$ cat config.mk
export PLATFORM = sky130hd
export DESIGN_NAME = cell_hdr_filter
export DESIGN_NICKNAME = d
export VERILOG_FILES = /design/src/rtl/cellf_pkg.sv /design/src/rtl/cellf_hdr_cmp.sv /design/src/rtl/cellf_delay_line.sv /design/src/rtl/cellf_sat_counter.sv /design/src/rtl/cell_hdr_filter.sv
export SDC_FILE = /design/constraint.sdc
export NUM_CORES = 1
export LEC_CHECK = 0
export BUFFER_PORTS_ARGS = -buffer_cell sky130_fd_sc_hd__buf_2
export CELL_PAD_IN_SITES_DETAIL_PLACEMENT = 0
export CELL_PAD_IN_SITES_GLOBAL_PLACEMENT = 1
export CORE_UTILIZATION = 47
export DETAILED_ROUTE_END_ITERATION = 8
export PLACE_DENSITY_LB_ADDON = 0.1
export SLEW_MARGIN = 10
export SYNTH_ARGS = -nofsm -noshare
export SYNTH_HDL_FRONTEND = slang
export SYNTH_HIERARCHICAL = 1
export SYNTH_SLANG_ARGS = --single-unit
$ cat constraint.sdc
create_clock -name clk -period 3.8 [get_ports clk]
set_clock_uncertainty 0.05 [all_clocks]
set_input_delay 0.38 -clock clk [delete_from_list [all_inputs] [get_ports clk]]
set_output_delay 0.38 -clock clk [all_outputs]
set_load 0.05 [all_outputs]
$ cat src/rtl/cellf_pkg.sv
package cellf_pkg;
    localparam int HDR_LEN  = 4;
    localparam int CELL_LEN = 53;

    typedef struct packed {
        logic       full;
        logic       soc;
        logic       drop;
        logic [7:0] data;
    } cellf_slot_t;
endpackage

$ cat src/rtl/cellf_hdr_cmp.sv
module cellf_hdr_cmp (
    input  logic [1:0] idx,
    input  logic [7:0] data,
    input  logic [7:0] pat,
    input  logic [7:0] msk,
    output logic       ok
);
    logic [3:0] hi_diff;
    logic [3:0] lo_diff;

    always_comb begin
        hi_diff = (data[7:4] ^ pat[7:4]) & ~msk[7:4];
        lo_diff = (data[3:0] ^ pat[3:0]) & ~msk[3:0];
        unique case (idx)
            2'd0:    ok = (hi_diff == 4'd0) && (data[3:0] == 4'd0);
            2'd3:    ok = (data[7:4] == 4'd0) && (lo_diff == 4'd0);
            default: ok = (data == 8'd0);
        endcase
    end
endmodule

$ cat src/rtl/cellf_delay_line.sv
module cellf_delay_line
    import cellf_pkg::*;
#(
    parameter int DEPTH  = 4,
    parameter int MARK_N = 3
) (
    input  logic       clk,
    input  logic       rst_n,
    input  logic       push,
    input  logic [7:0] push_data,
    input  logic       push_soc,
    input  logic       push_drop,
    input  logic       mark,
    output logic       out_valid,
    output logic       out_soc,
    output logic [7:0] out_data
);
    typedef struct packed {
        cellf_slot_t [DEPTH-1:0] slot;
        cellf_slot_t             outp;
    } dl_state_t;

    dl_state_t st_d, st_q;

    always_comb begin
        st_d = st_q;
        st_d.outp = '0;
        if (push) begin
            st_d.outp.full = st_q.slot[DEPTH-1].full & ~st_q.slot[DEPTH-1].drop;
            st_d.outp.soc  = st_q.slot[DEPTH-1].soc & st_d.outp.full;
            st_d.outp.data = st_q.slot[DEPTH-1].data;
            st_d.slot[0]   = '{full: 1'b1, soc: push_soc, drop: push_drop, data: push_data};
            for (int k = 1; k < DEPTH; k++) begin
                st_d.slot[k] = st_q.slot[k-1];
                if (mark && (k - 1) < MARK_N)
                    st_d.slot[k].drop = 1'b1;
            end
        end
    end

    always_ff @(posedge clk or negedge rst_n) begin
        if (!rst_n) st_q <= '0;
        else        st_q <= st_d;
    end

    assign out_valid = st_q.outp.full;
    assign out_soc   = st_q.outp.soc;
    assign out_data  = st_q.outp.data;


    out_follows_push_chk: assert property (@(posedge clk) disable iff (!rst_n)
        out_valid |-> $past(push));
endmodule

$ cat src/rtl/cellf_sat_counter.sv
module cellf_sat_counter #(
    parameter int W = 16
) (
    input  logic         clk,
    input  logic         rst_n,
    input  logic         inc,
    output logic [W-1:0] count
);
    logic [W-1:0] cnt_d, cnt_q;

    always_comb begin
        cnt_d = cnt_q;
        if (inc && cnt_q != {W{1'b1}})
            cnt_d = cnt_q + W'(1);
    end

    always_ff @(posedge clk or negedge rst_n) begin
        if (!rst_n) cnt_q <= '0;
        else        cnt_q <= cnt_d;
    end

    assign count = cnt_q;


    cnt_sat_hold_chk: assert property (@(posedge clk) disable iff (!rst_n)
        (cnt_q == {W{1'b1}}) |=> (cnt_q == {W{1'b1}}));


    cnt_idle_stable_chk: assert property (@(posedge clk) disable iff (!rst_n)
        !inc |=> $stable(cnt_q));
endmodule

$ cat src/rtl/cell_hdr_filter.sv
module cell_hdr_filter
    import cellf_pkg::*;
#(
    parameter int DEPTH = 4,
    parameter int CNT_W = 16
) (
    input  logic             clk,
    input  logic             rst_n,
    input  logic             in_valid,
    input  logic             in_soc,
    input  logic [7:0]       in_data,
    input  logic [7:0]       cfg_pattern,
    input  logic [7:0]       cfg_dontcare,
    output logic             out_valid,
    output logic             out_soc,
    output logic [7:0]       out_data,
    output logic             drop_pulse,
    output logic             frame_err,
    output logic [CNT_W-1:0] drop_count
);
    localparam int POS_W = $clog2(CELL_LEN);

    typedef struct packed {
        logic             in_cell;
        logic [POS_W-1:0] pos;
        logic             hdr_ok;
        logic             dropping;
        logic [7:0]       pat;
        logic [7:0]       msk;
        logic             drop_pulse;
        logic             frame_err;
    } ctl_state_t;

    ctl_state_t st_d, st_q;

    logic [1:0] cmp_idx;
    logic [7:0] cmp_pat, cmp_msk;
    logic       byte_ok;
    logic       in_body;
    logic       decide;
    logic       hit;
    logic       push_drop;

    assign cmp_idx = in_soc ? 2'd0 : st_q.pos[1:0];
    assign cmp_pat = in_soc ? cfg_pattern  : st_q.pat;
    assign cmp_msk = in_soc ? cfg_dontcare : st_q.msk;

    cellf_hdr_cmp u_cmp (
        .idx  (cmp_idx),
        .data (in_data),
        .pat  (cmp_pat),
        .msk  (cmp_msk),
        .ok   (byte_ok)
    );

    always_comb begin
        in_body   = in_valid && !in_soc && st_q.in_cell;
        decide    = in_body && (st_q.pos == POS_W'(HDR_LEN - 1));
        hit       = decide && st_q.hdr_ok && byte_ok;
        push_drop = hit || (in_body && st_q.dropping);

        st_d            = st_q;
        st_d.drop_pulse = 1'b0;
        st_d.frame_err  = 1'b0;
        if (in_valid && in_soc) begin
            st_d.frame_err = st_q.in_cell;
            st_d.in_cell   = 1'b1;
            st_d.pos       = POS_W'(1);
            st_d.hdr_ok    = byte_ok;
            st_d.dropping  = 1'b0;
            st_d.pat       = cfg_pattern;
            st_d.msk       = cfg_dontcare;
        end else if (in_body) begin
            if (st_q.pos < POS_W'(HDR_LEN - 1))
                st_d.hdr_ok = st_q.hdr_ok && byte_ok;
            if (decide) begin
                st_d.dropping   = hit;
                st_d.drop_pulse = hit;
            end
            if (st_q.pos == POS_W'(CELL_LEN - 1)) begin
                st_d.in_cell  = 1'b0;
                st_d.pos      = '0;
                st_d.dropping = 1'b0;
            end else begin
                st_d.pos = st_q.pos + POS_W'(1);
            end
        end
    end

    always_ff @(posedge clk or negedge rst_n) begin
        if (!rst_n) st_q <= '0;
        else        st_q <= st_d;
    end

    cellf_delay_line #(
        .DEPTH  (DEPTH),
        .MARK_N (HDR_LEN - 1)
    ) u_dline (
        .clk       (clk),
        .rst_n     (rst_n),
        .push      (in_valid),
        .push_data (in_data),
        .push_soc  (in_soc),
        .push_drop (push_drop),
        .mark      (hit),
        .out_valid (out_valid),
        .out_soc   (out_soc),
        .out_data  (out_data)
    );

    cellf_sat_counter #(
        .W (CNT_W)
    ) u_cnt (
        .clk   (clk),
        .rst_n (rst_n),
        .inc   (hit),
        .count (drop_count)
    );

    assign drop_pulse = st_q.drop_pulse;
    assign frame_err  = st_q.frame_err;


    ferr_after_soc_chk: assert property (@(posedge clk) disable iff (!rst_n)
        frame_err |-> $past(in_valid && in_soc));


    drop_after_body_chk: assert property (@(posedge clk) disable iff (!rst_n)
        drop_pulse |-> $past(in_valid && !in_soc));


    drop_ferr_excl_chk: assert property (@(posedge clk) disable iff (!rst_n)
        !(drop_pulse && frame_err));


    soc_with_valid_chk: assert property (@(posedge clk) disable iff (!rst_n)
        out_soc |-> out_valid);
endmodule

# Yosys cells after proc, flatten, opt, wreduce, memory -nomap -nowiden
# Index checks and enable logic that the tools add are counted.
# totals
regBits	97
input_bits	28
word_cells	90
# op_classes
reduce_logical	26
eq_ne	4
order_cmp	1
n_addsub	2
muxes	20
n_bitwise	9
# ops
operator	n
two-way mux 8 bit	3
two-way mux 9 bit	2
adder 16 x 1 -> 16 bit, second input constant	1
zero test 4 bit	4
!= test 16 bit, second input constant	1
logical AND 1 bit	11
two-way mux 1 bit	11
bitwise AND 4 bit	2
zero test 8 bit	1
inverter 4 bit	2
XOR 4 bit	2
adder 6 x 1 -> 6 bit, second input constant	1
== test 6 x 2 -> 1 bit, second input constant	1
== test 6 bit, second input constant	1
< comparator 6 x 2 -> 1 bit, second input constant	1
two-way mux 6 bit	1
AND reduction 2 bit	3
nonzero test 2 bit	3
two-way mux 2 bit	2
nonzero test 3 bit	1
bitwise AND 1 bit	2
== test 2 bit, second input constant	1
zero test 2 bit	1
one-hot mux 1 bit (2 select lines)	1
3 further kinds	3

# Logic depth before layout (Yosys ltp)
# Gate-level depths: netlist of run 1.
# depth
depth_word	11
mapped_depth	14
depth_no_buf	14

# Cells and area by module
# Netlist of run 1, hierarchy kept.
# modules_own_cells
mod	area_per_inst_um2	seq_area_each_um2	cells_per_inst	instances
cellf_delay_line	2120.8	1351.3	129	1
cell_hdr_filter	1407.6	675.6	122	1
cellf_sat_counter	859.6	400.4	72	1
cellf_hdr_cmp	188.9	0.0	24	1

# Worst setup path before layout of run 1
# OpenSTA, ideal clock, no wires.
# synth_path
kind	input to register
from	in in_soc
to	reg u_cnt.cnt_q[14], in the netlist u_cnt/count[14]
path_stages	12
path_buffers	1
t_arrival_ps	3156
t_required_ps	3607
path_slack_ps	451
path_cell_list	buf_1 mux2_2 xnor2_1 o2111ai_1 nor3_1 a311o_1 nand3_1 nor3_1 nand2_1 nor4_4 nand4_1 xnor2_1
# synth_via
elab_chain_len	8
elab_cells_between_ends	23
classes_between	eq/ne (1); mux (4); bitwise (6); reduce/logical (12)
# synth_lines
item	line_no	text
start: declaration	cell_hdr_filter.sv:10	input logic in_soc,
two-way mux 8 bit	cell_hdr_filter.sv:45	assign cmp_pat = in_soc ? cfg_pattern : st_q.pat;
named net cmp_pat[6]	cell_hdr_filter.sv:37	logic [7:0] cmp_pat, cmp_msk;
XOR 4 bit	cellf_hdr_cmp.sv:12	hi_diff = (data[7:4] ^ pat[7:4]) & ~msk[7:4];
bitwise AND 4 bit	cellf_hdr_cmp.sv:12	
zero test 4 bit	cellf_hdr_cmp.sv:15	2'd0: ok = (hi_diff == 4'd0) && (data[3:0] == 4'd0);
logical AND 1 bit	cellf_hdr_cmp.sv:15	
one-hot mux 1 bit (2 select lines)	cellf_hdr_cmp.sv:14	unique case (idx)
named net byte_ok	cell_hdr_filter.sv:38	logic byte_ok;
logical AND 1 bit	cell_hdr_filter.sv:59	hit = decide && st_q.hdr_ok && byte_ok;
named net hit	cell_hdr_filter.sv:41	logic hit;
logical AND 1 bit	cellf_sat_counter.sv:13	if (inc && cnt_q != {W{1'b1}})
end signal: assignment	cellf_sat_counter.sv:19	else cnt_q <= cnt_d;
end: declaration	cellf_sat_counter.sv:9	logic [W-1:0] cnt_d, cnt_q;
# The timed path passes the listed nets, and every way through them passes these cells.
# A chain may end at the register's enable or synchronous reset.

==> results.json, run 1 <==
{
  "nets": 430,
  "setup_ws_ns": 0.7453,
  "yosys.area.top_type_share_pct": 53.03,
  "gp_congestion": 0.8279,
  "endpoint_kind": "flop",
  "postCtsSetupRepairBufs": 0,
  "worst_pin_slew_ns": 0.8710,
  "tns_ns": 0,
  "numCtsBuffers": 9,
  "syn_avg_cell_area_um2": 13.19,
  "start_util_pct": 49.07,
  "reg2reg_slack_ns": 0.75,
  "yosys_warnings": 6,
  "irDropWorstVdd_v": 0.0002275,
  "synth_ff_type": "dfrtp_1",
  "drc": 0,
  "num_io_pins": 56,
  "clock.fmax_mhz": 327.4,
  "clock_latency_ns": 0.36,
  "wl_um": 8255,
  "clockBufferDepth": 2,
  "use_met1_pct": 24.03,
  "cp-startpoint": "st_q[20]",
  "hold_violations": 0,
  "crit_type": "flop to flop",
  "outcome": "finished, final reports clean",
  "synth_cells": 347,
  "netlist_top_cells_count": "dfrtp_1 (97), mux2_2 (48), mux2_4 (24), nand2_1 (14), nor2_1 (14)",
  "arrival_ns": 3.26,
  "post_drt_wl_per_cell_um": 15.55,
  "yosysUniqueCellTypes": 55,
  "die-height_um": 100.7,
  "antenna_left": 0,
  "ys_seq_elements": 97,
  "grt_usage_pct": 17.68,
  "multi_input_area_mm2": 0.001964,
  "synth_area_leaders": "dfrtp_1 (53%), mux2_2 (12%), mux2_4 (7.9%)",
  "relSlewSlack_pct": 41.93,
  "min_period_over_period_pct": 80.39,
  "synth_compound_area_share_pct": 6.616,
  "die-area_mm2": 0.01014,
  "grt_pass1_vias": 2826,
  "clk_pin_slew_ns": 0.11,
  "cp-endpoint": "u_cnt/count[14]",
  "cts_tree": "done",
  "slew_violations": 0,
  "cts-root-buf": "clkbuf_8",
  "holdWs_ns": 0.2035,
  "synth_edf_count": 0,
  "drive_above_1_share_pct": 40.30,
  "yosysTopAreaCell": "dfrtp_1",
  "power-per-cell-area_mw_per_mm2": 455.7,
  "area_delta_synth_final_pct": 11.84,
  "grt_pass1_wl_um": 13900,
  "hold_path_class": "primary input to flop",
  "syn_area_mm2": 0.004577,
  "dr.first_iter.drc_count": 82,
  "coreArea_mm2": 0.009328,
  "synthAdderAreaFrac_pct": 1.367,
  "grt_max_degree": 63,
  "r2r-end": "u_cnt/count[14]",
  "grt.busiest_layer": "met2",
  "overflow": 0,
  "finalSetupViolations": 0,
  "synthMuxAreaShare_pct": 19.93,
  "cts_num_sinks": 97,
  "synth-async-reset-ratio_pct": 100.0,
  "grtUsageMet3_pct": 2.982,
  "die_w_um": 100.7,
  "cts.htree.levels": 3,
  "vias_per_cell": 5.277,
  "dp.cells": 514,
  "syn-num-nets": 380,
  "synth.most_common_cell": "dfrtp_1",
  "reg2reg_depth": 15,
  "leakage_nw": 2.358,
  "layout.cells.non_filler": 531,
  "port_buffers": 55,
  "cp-start-kind": "flop",
  "period_minus_slack_ns": 3.055,
  "hpwl_um": 5558,
  "antenna_found_initial": 0,
  "ys_seq_area_share_pct": 53.03,
  "synth_top_family_by_area": "multiplexers",
  "cp.required_ns": 4.00,
  "rsz0062_at_grt": "no",
  "dp_slack_ns": 0.5478,
  "via_count": 2802,
  "std_cell_rows": 35,
  "cts_resized": 0,
  "drt_pass1_iterations": 4,
  "use_met2_pct": 27.98,
  "path_max_fanout": 9,
  "fill_cells": 837,
  "drv_cap": 0,
  "yosys.area_share.simple_pct": 12.14,
  "synth-xor-area-share_pct": 2.870,
  "reg2reg_from": "st_q[20]",
  "diodes": 0,
  "ff_latch_area_mm2": 0.002427
}
-- how the worst min path moves through the flow --
stage | startpoint | to | slack [ns] | cells past startpoint
2_1_floorplan | rst_n | drop_pulse | 0.03 | 0
3_3_place_gp | rst_n | st_q[23] | 0.39 | 1
3_5_place_dp | rst_n | st_q[23] | 0.39 | 1
4_1_cts | cfg_dontcare[3] | st_q[5] | 0.19 | 2
5_1_grt | cfg_dontcare[3] | st_q[5] | 0.19 | 2
6_report | cfg_dontcare[3] | st_q[5] | 0.20 | 2
-- registers in the layout, summed over array words and instances (netlist names) --
signal / count
frame_err: 1
drop_pulse: 1
u_dline/out_valid: 1
st_q: 25
u_dline/out_soc: 1
u_dline/st_q: 44
u_dline/out_data: 8
u_cnt/count: 16
-- stage by stage --
stage                     total power [mW]  util (%)  instance area [µm²]
after floorplan                      1.544         -                 4577
after global placement               1.626     52.47                 4895
after detailed placement             1.632     52.47                 4895
after CTS                            2.361     54.88                 5119
after global routing                 2.449     54.88                 5119
final                                2.333     54.88                 5119
-- layout by cell type (no fill, tap or decap), types with 5 or more instances in the layout --
master and instances:
buf_2 54, o21a_1 6, ha_1 5, buf_4 5, dfrtp_1 97, xnor2_1 13
nand4_1 9, clkbuf_8 9, inv_1 9, mux2_4 24, nand3_1 9, nor2_1 14
a21oi_1 8, mux2_2 48, and2_1 10, nand2_1 14
-- worst max-delay path, cell delays in order, from the launching register on --
cell and delay (ns):
dfrtp_1 0.41, inv_1 0.10, nor2_1 0.15, inv_1 0.06, ha_1 0.30, inv_1 0.08, o2111ai_1 0.10, nor3_1 0.27
a311o_1 0.21, nand3_1 0.13, nor3_1 0.15, buf_4 0.20, nand2_1 0.18, nor4_4 0.24, nand4_1 0.16, xnor2_1 0.14
-- layout make-up --
type | instances | area share [%]
Clock inverter | 7 | 1.760
Timing Repair Buffer | 60 | 6.209
Inverter | 9 | 0.6600
Sequential cell | 97 | 47.42
Tap cell | 129 | 3.153
Multi-Input combinational cell | 220 | 38.38
Clock buffer | 9 | 2.420
-- timing repair --
| action | CTS | global route |
|---|---|---|
| hold buffers | 1 | 0 |
| endpoints found under the setup margin | 0 | 0 |
| hold endpoints to repair | 29 | 0 |
-- cells by family after synthesis --
kind of cell	count (synthesis)
xor+xnor	15
simple gates	85
compound gates	42
buf+inv	30
mux	73
flops	97
fa+ha+maj	5
-- where the power goes --
group | internal, mW | switching [mW]
combinational | 0.197 | 0.191
sequential | 1.16 | 0.0645
clock | 0.324 | 0.399
-- routing by layer --
layer	vias to the layer above	share of wire, %
met5	-	0
met4	0	1.6
met1	1394	48
li1	1340	-
met2	56	47
met3	12	3.1
(Power assumes the default switching activity.)
==> inputs of run 2 (changes only) <==
- ABC_AREA: default -> 1
- CORE_UTILIZATION: 47 -> 39
- clock period: 3.8 -> 2.6 ns (I/O delays scaled with it)
==> results.json, run 2 <==
{
  "leakage_nw": 2.928,
  "die_w_um": 113.4,
  "drv_cap": 0,
  "use_met2_pct": 23.64,
  "cts-root-buf": "clkbuf_16",
  "cp.required_ns": 2.80,
  "netlist_top_cells_count": "nand2_1 (262), dfrtp_1 (97), inv_1 (62), o21ai_0 (50), nor2_1 (34)",
  "yosys_warnings": 6,
  "outcome": "finished, final reports clean",
  "clock_latency_ns": 0.34,
  "drive_above_1_share_pct": 16.54,
  "postCtsSetupRepairBufs": 0,
  "std_cell_rows": 40,
  "hold_path_class": "primary input to flop",
  "grt_max_degree": 56,
  "wl_um": 9349,
  "yosys.area.top_type_share_pct": 50.19,
  "die-height_um": 113.4,
  "irDropWorstVdd_v": 0.0002478,
  "finalSetupViolations": 0,
  "gp_congestion": 0.8263,
  "endpoint_kind": "flop",
  "cts_resized": 0,
  "worst_pin_slew_ns": 0.5431,
  "syn-num-nets": 647,
  "ff_latch_area_mm2": 0.002427,
  "dr.first_iter.drc_count": 205,
  "use_met1_pct": 22.88,
  "port_buffers": 55,
  "placed_cell_area_mm2": 0.005171,
  "arrival_ns": 2.48,
  "hpwl_um": 6374,
  "post_drt_wl_per_cell_um": 11.22,
  "yosysUniqueCellTypes": 33,
  "slew_violations": 0,
  "cp-start-kind": "flop",
  "min_period_over_period_pct": 87.84,
  "grt.busiest_layer": "met2",
  "relSlewSlack_pct": 63.79,
  "multi_input_area_mm2": 0.001914,
  "diodes": 0,
  "synth_area_leaders": "dfrtp_1 (50%), nand2_1 (20%), o21ai_0 (5.2%)",
  "grt_usage_pct": 16.03,
  "power-per-cell-area_mw_per_mm2": 621.7,
  "coreArea_mm2": 0.01206,
  "overflow": 0,
  "synth-async-reset-ratio_pct": 100.0,
  "synth.most_common_cell": "nand2_1",
  "clk_pin_slew_ns": 0.07,
  "layout_common_cells": "nand2_1 (262), dfrtp_1 (97), inv_1 (62)",
  "path_max_fanout": 4,
  "yosysTopAreaCell": "dfrtp_1",
  "grt_pass1_wl_um": 16100,
  "antenna_found_initial": 0,
  "tns_ns": 0,
  "drt_pass1_iterations": 6,
  "grt_pass1_vias": 3347,
  "start_util_pct": 40.09,
  "largest_reg_flops": 44,
  "hold_violations": 0,
  "ys_seq_area_share_pct": 50.19,
  "num_io_pins": 56,
  "vias_per_cell": 4.436,
  "numCtsBuffers": 9,
  "drc": 0,
  "largest_register": "u_dline/st_q",
  "syn_avg_cell_area_um2": 7.876,
  "crit_type": "flop to flop",
  "fin_area_mm2": 0.005459,
  "fill_cells": 1266,
  "area_delta_synth_final_pct": 12.88,
  "cts_tree": "done",
  "synth_cells": 614,
  "via_count": 3695,
  "synth_edf_count": 0,
  "rsz0062_at_grt": "no",
  "syn_area_mm2": 0.004836,
  "final_common_cell": "nand2_1",
  "period_minus_slack_ns": 2.284,
  "clock.fmax_mhz": 437.9,
  "clockBufferDepth": 2,
  "ys_seq_elements": 97,
  "synth_ff_type": "dfrtp_1",
  "cts_num_sinks": 97,
  "die-area_mm2": 0.01285,
  "antenna_left": 0,
  "cts.htree.levels": 3,
  "nets": 694,
  "grtUsageMet3_pct": 2.892
}
==> run 2: cell types whose count changed in the layout (fill, tap and decap cells not counted), moves of 9 or more <==
cell,before,now
clkbuf_8,9,0
and2_1,10,0
clkbuf_16,0,9
nor2_1,14,34
nand3_1,9,18
mux2_2,48,0
mux2_4,24,0
o21ai_0,4,50
inv_1,9,62
nand2_1,14,262
==> run 2: cell type report <==
type | count | share of cell area [%]
Timing Repair Buffer | 62 | 6.555
Inverter | 71 | 4.974
Multi-Input combinational cell | 420 | 35.07
Tap cell | 168 | 3.851
Sequential cell | 97 | 44.46
Clock inverter | 6 | 0.9626
Clock buffer | 9 | 4.126
==> run 2: worst max-delay path, stage by stage (launching register included) <==
cell     delay, ns
dfrtp_1       0.38
inv_1         0.10
nor2_1        0.18
ha_1          0.19
nand4_1       0.11
nor2_1        0.12
nand2_1       0.07
nand2_1       0.06
nand2_1       0.04
nand2_1       0.08
nand2_1       0.11
nor2_4        0.12
inv_1         0.08
nor2_1        0.11
nand2_1       0.06
nor2_1        0.14
nand3_1       0.09
nand2_1       0.07
inv_1         0.03
==> run 2: final timing paths <==
path / depth (start not counted) / slack [ns] / from / end
worst max-delay path: 18 / 0.32 / st_q[20] / u_cnt/count[15]
worst min-delay path: 3 / 0.13 / in_data[2] / u_dline/st_q[13]
worst max register to register: 18 / 0.32 / st_q[20] / u_cnt/count[15]
worst min register to register: 1 / 0.41 / u_dline/st_q[52] / u_dline/out_valid
max in group asynchronous: 3 / 1.40 / rst_n / st_q[19]
min in group asynchronous: 2 / 0.38 / rst_n / u_cnt/count[11]
==> run 2: stage by stage <==
| stage | setup WS, ns | instances | utilization, % | hold slack [ns] | power (mW) |
|---|---|---|---|---|---|
| 2_1_floorplan | 0.5310 | 614 | - | -0.08559 | 2.060 |
| 3_3_place_gp | 0.1996 | 817 | 42.87 | 0.2137 | 2.168 |
| 3_5_place_dp | 0.1124 | 817 | 42.87 | 0.2189 | 2.177 |
| 4_1_cts | 0.2761 | 833 | 45.26 | 0.1118 | 3.463 |
| 5_1_grt | 0.07205 | 833 | 45.26 | 0.1306 | 3.599 |
| 6_report | 0.3162 | 833 | 45.26 | 0.1269 | 3.394 |
==> run 2: logic make-up after synthesis <==
logic type / share of synthesized area [%]
xor+xnor: 1.449
compound gates: 6.572
flops: 50.19
fa+ha+maj: 1.294
buf+inv: 10.22
simple gates: 30.27
==> run 2: report_power, final <==
group | leakage [nW] | total [mW] | internal [mW] | switching, mW
clock network | 0.130 | 1.25 | 0.658 | 0.593
logic | 1.58 | 0.429 | 0.142 | 0.287
registers | 1.22 | 1.71 | 1.64 | 0.0723
==> run 2: routing by layer <==
metal / part of all wire (%) / wire length, µm / up-vias
met5: 0 / 0 / -
met4: 1.9 / 173 / 0
met3: 3.3 / 308 / 12
met1: 53 / 4947 / 1641
met2: 42 / 3920 / 65
li1: - / - / 1977
==> run 2: what timing repair did <==
action | CTS | global route
setup endpoints to repair | 0 | 0
hold buffers | 1 | 0
hold endpoints to repair | 34 | 0
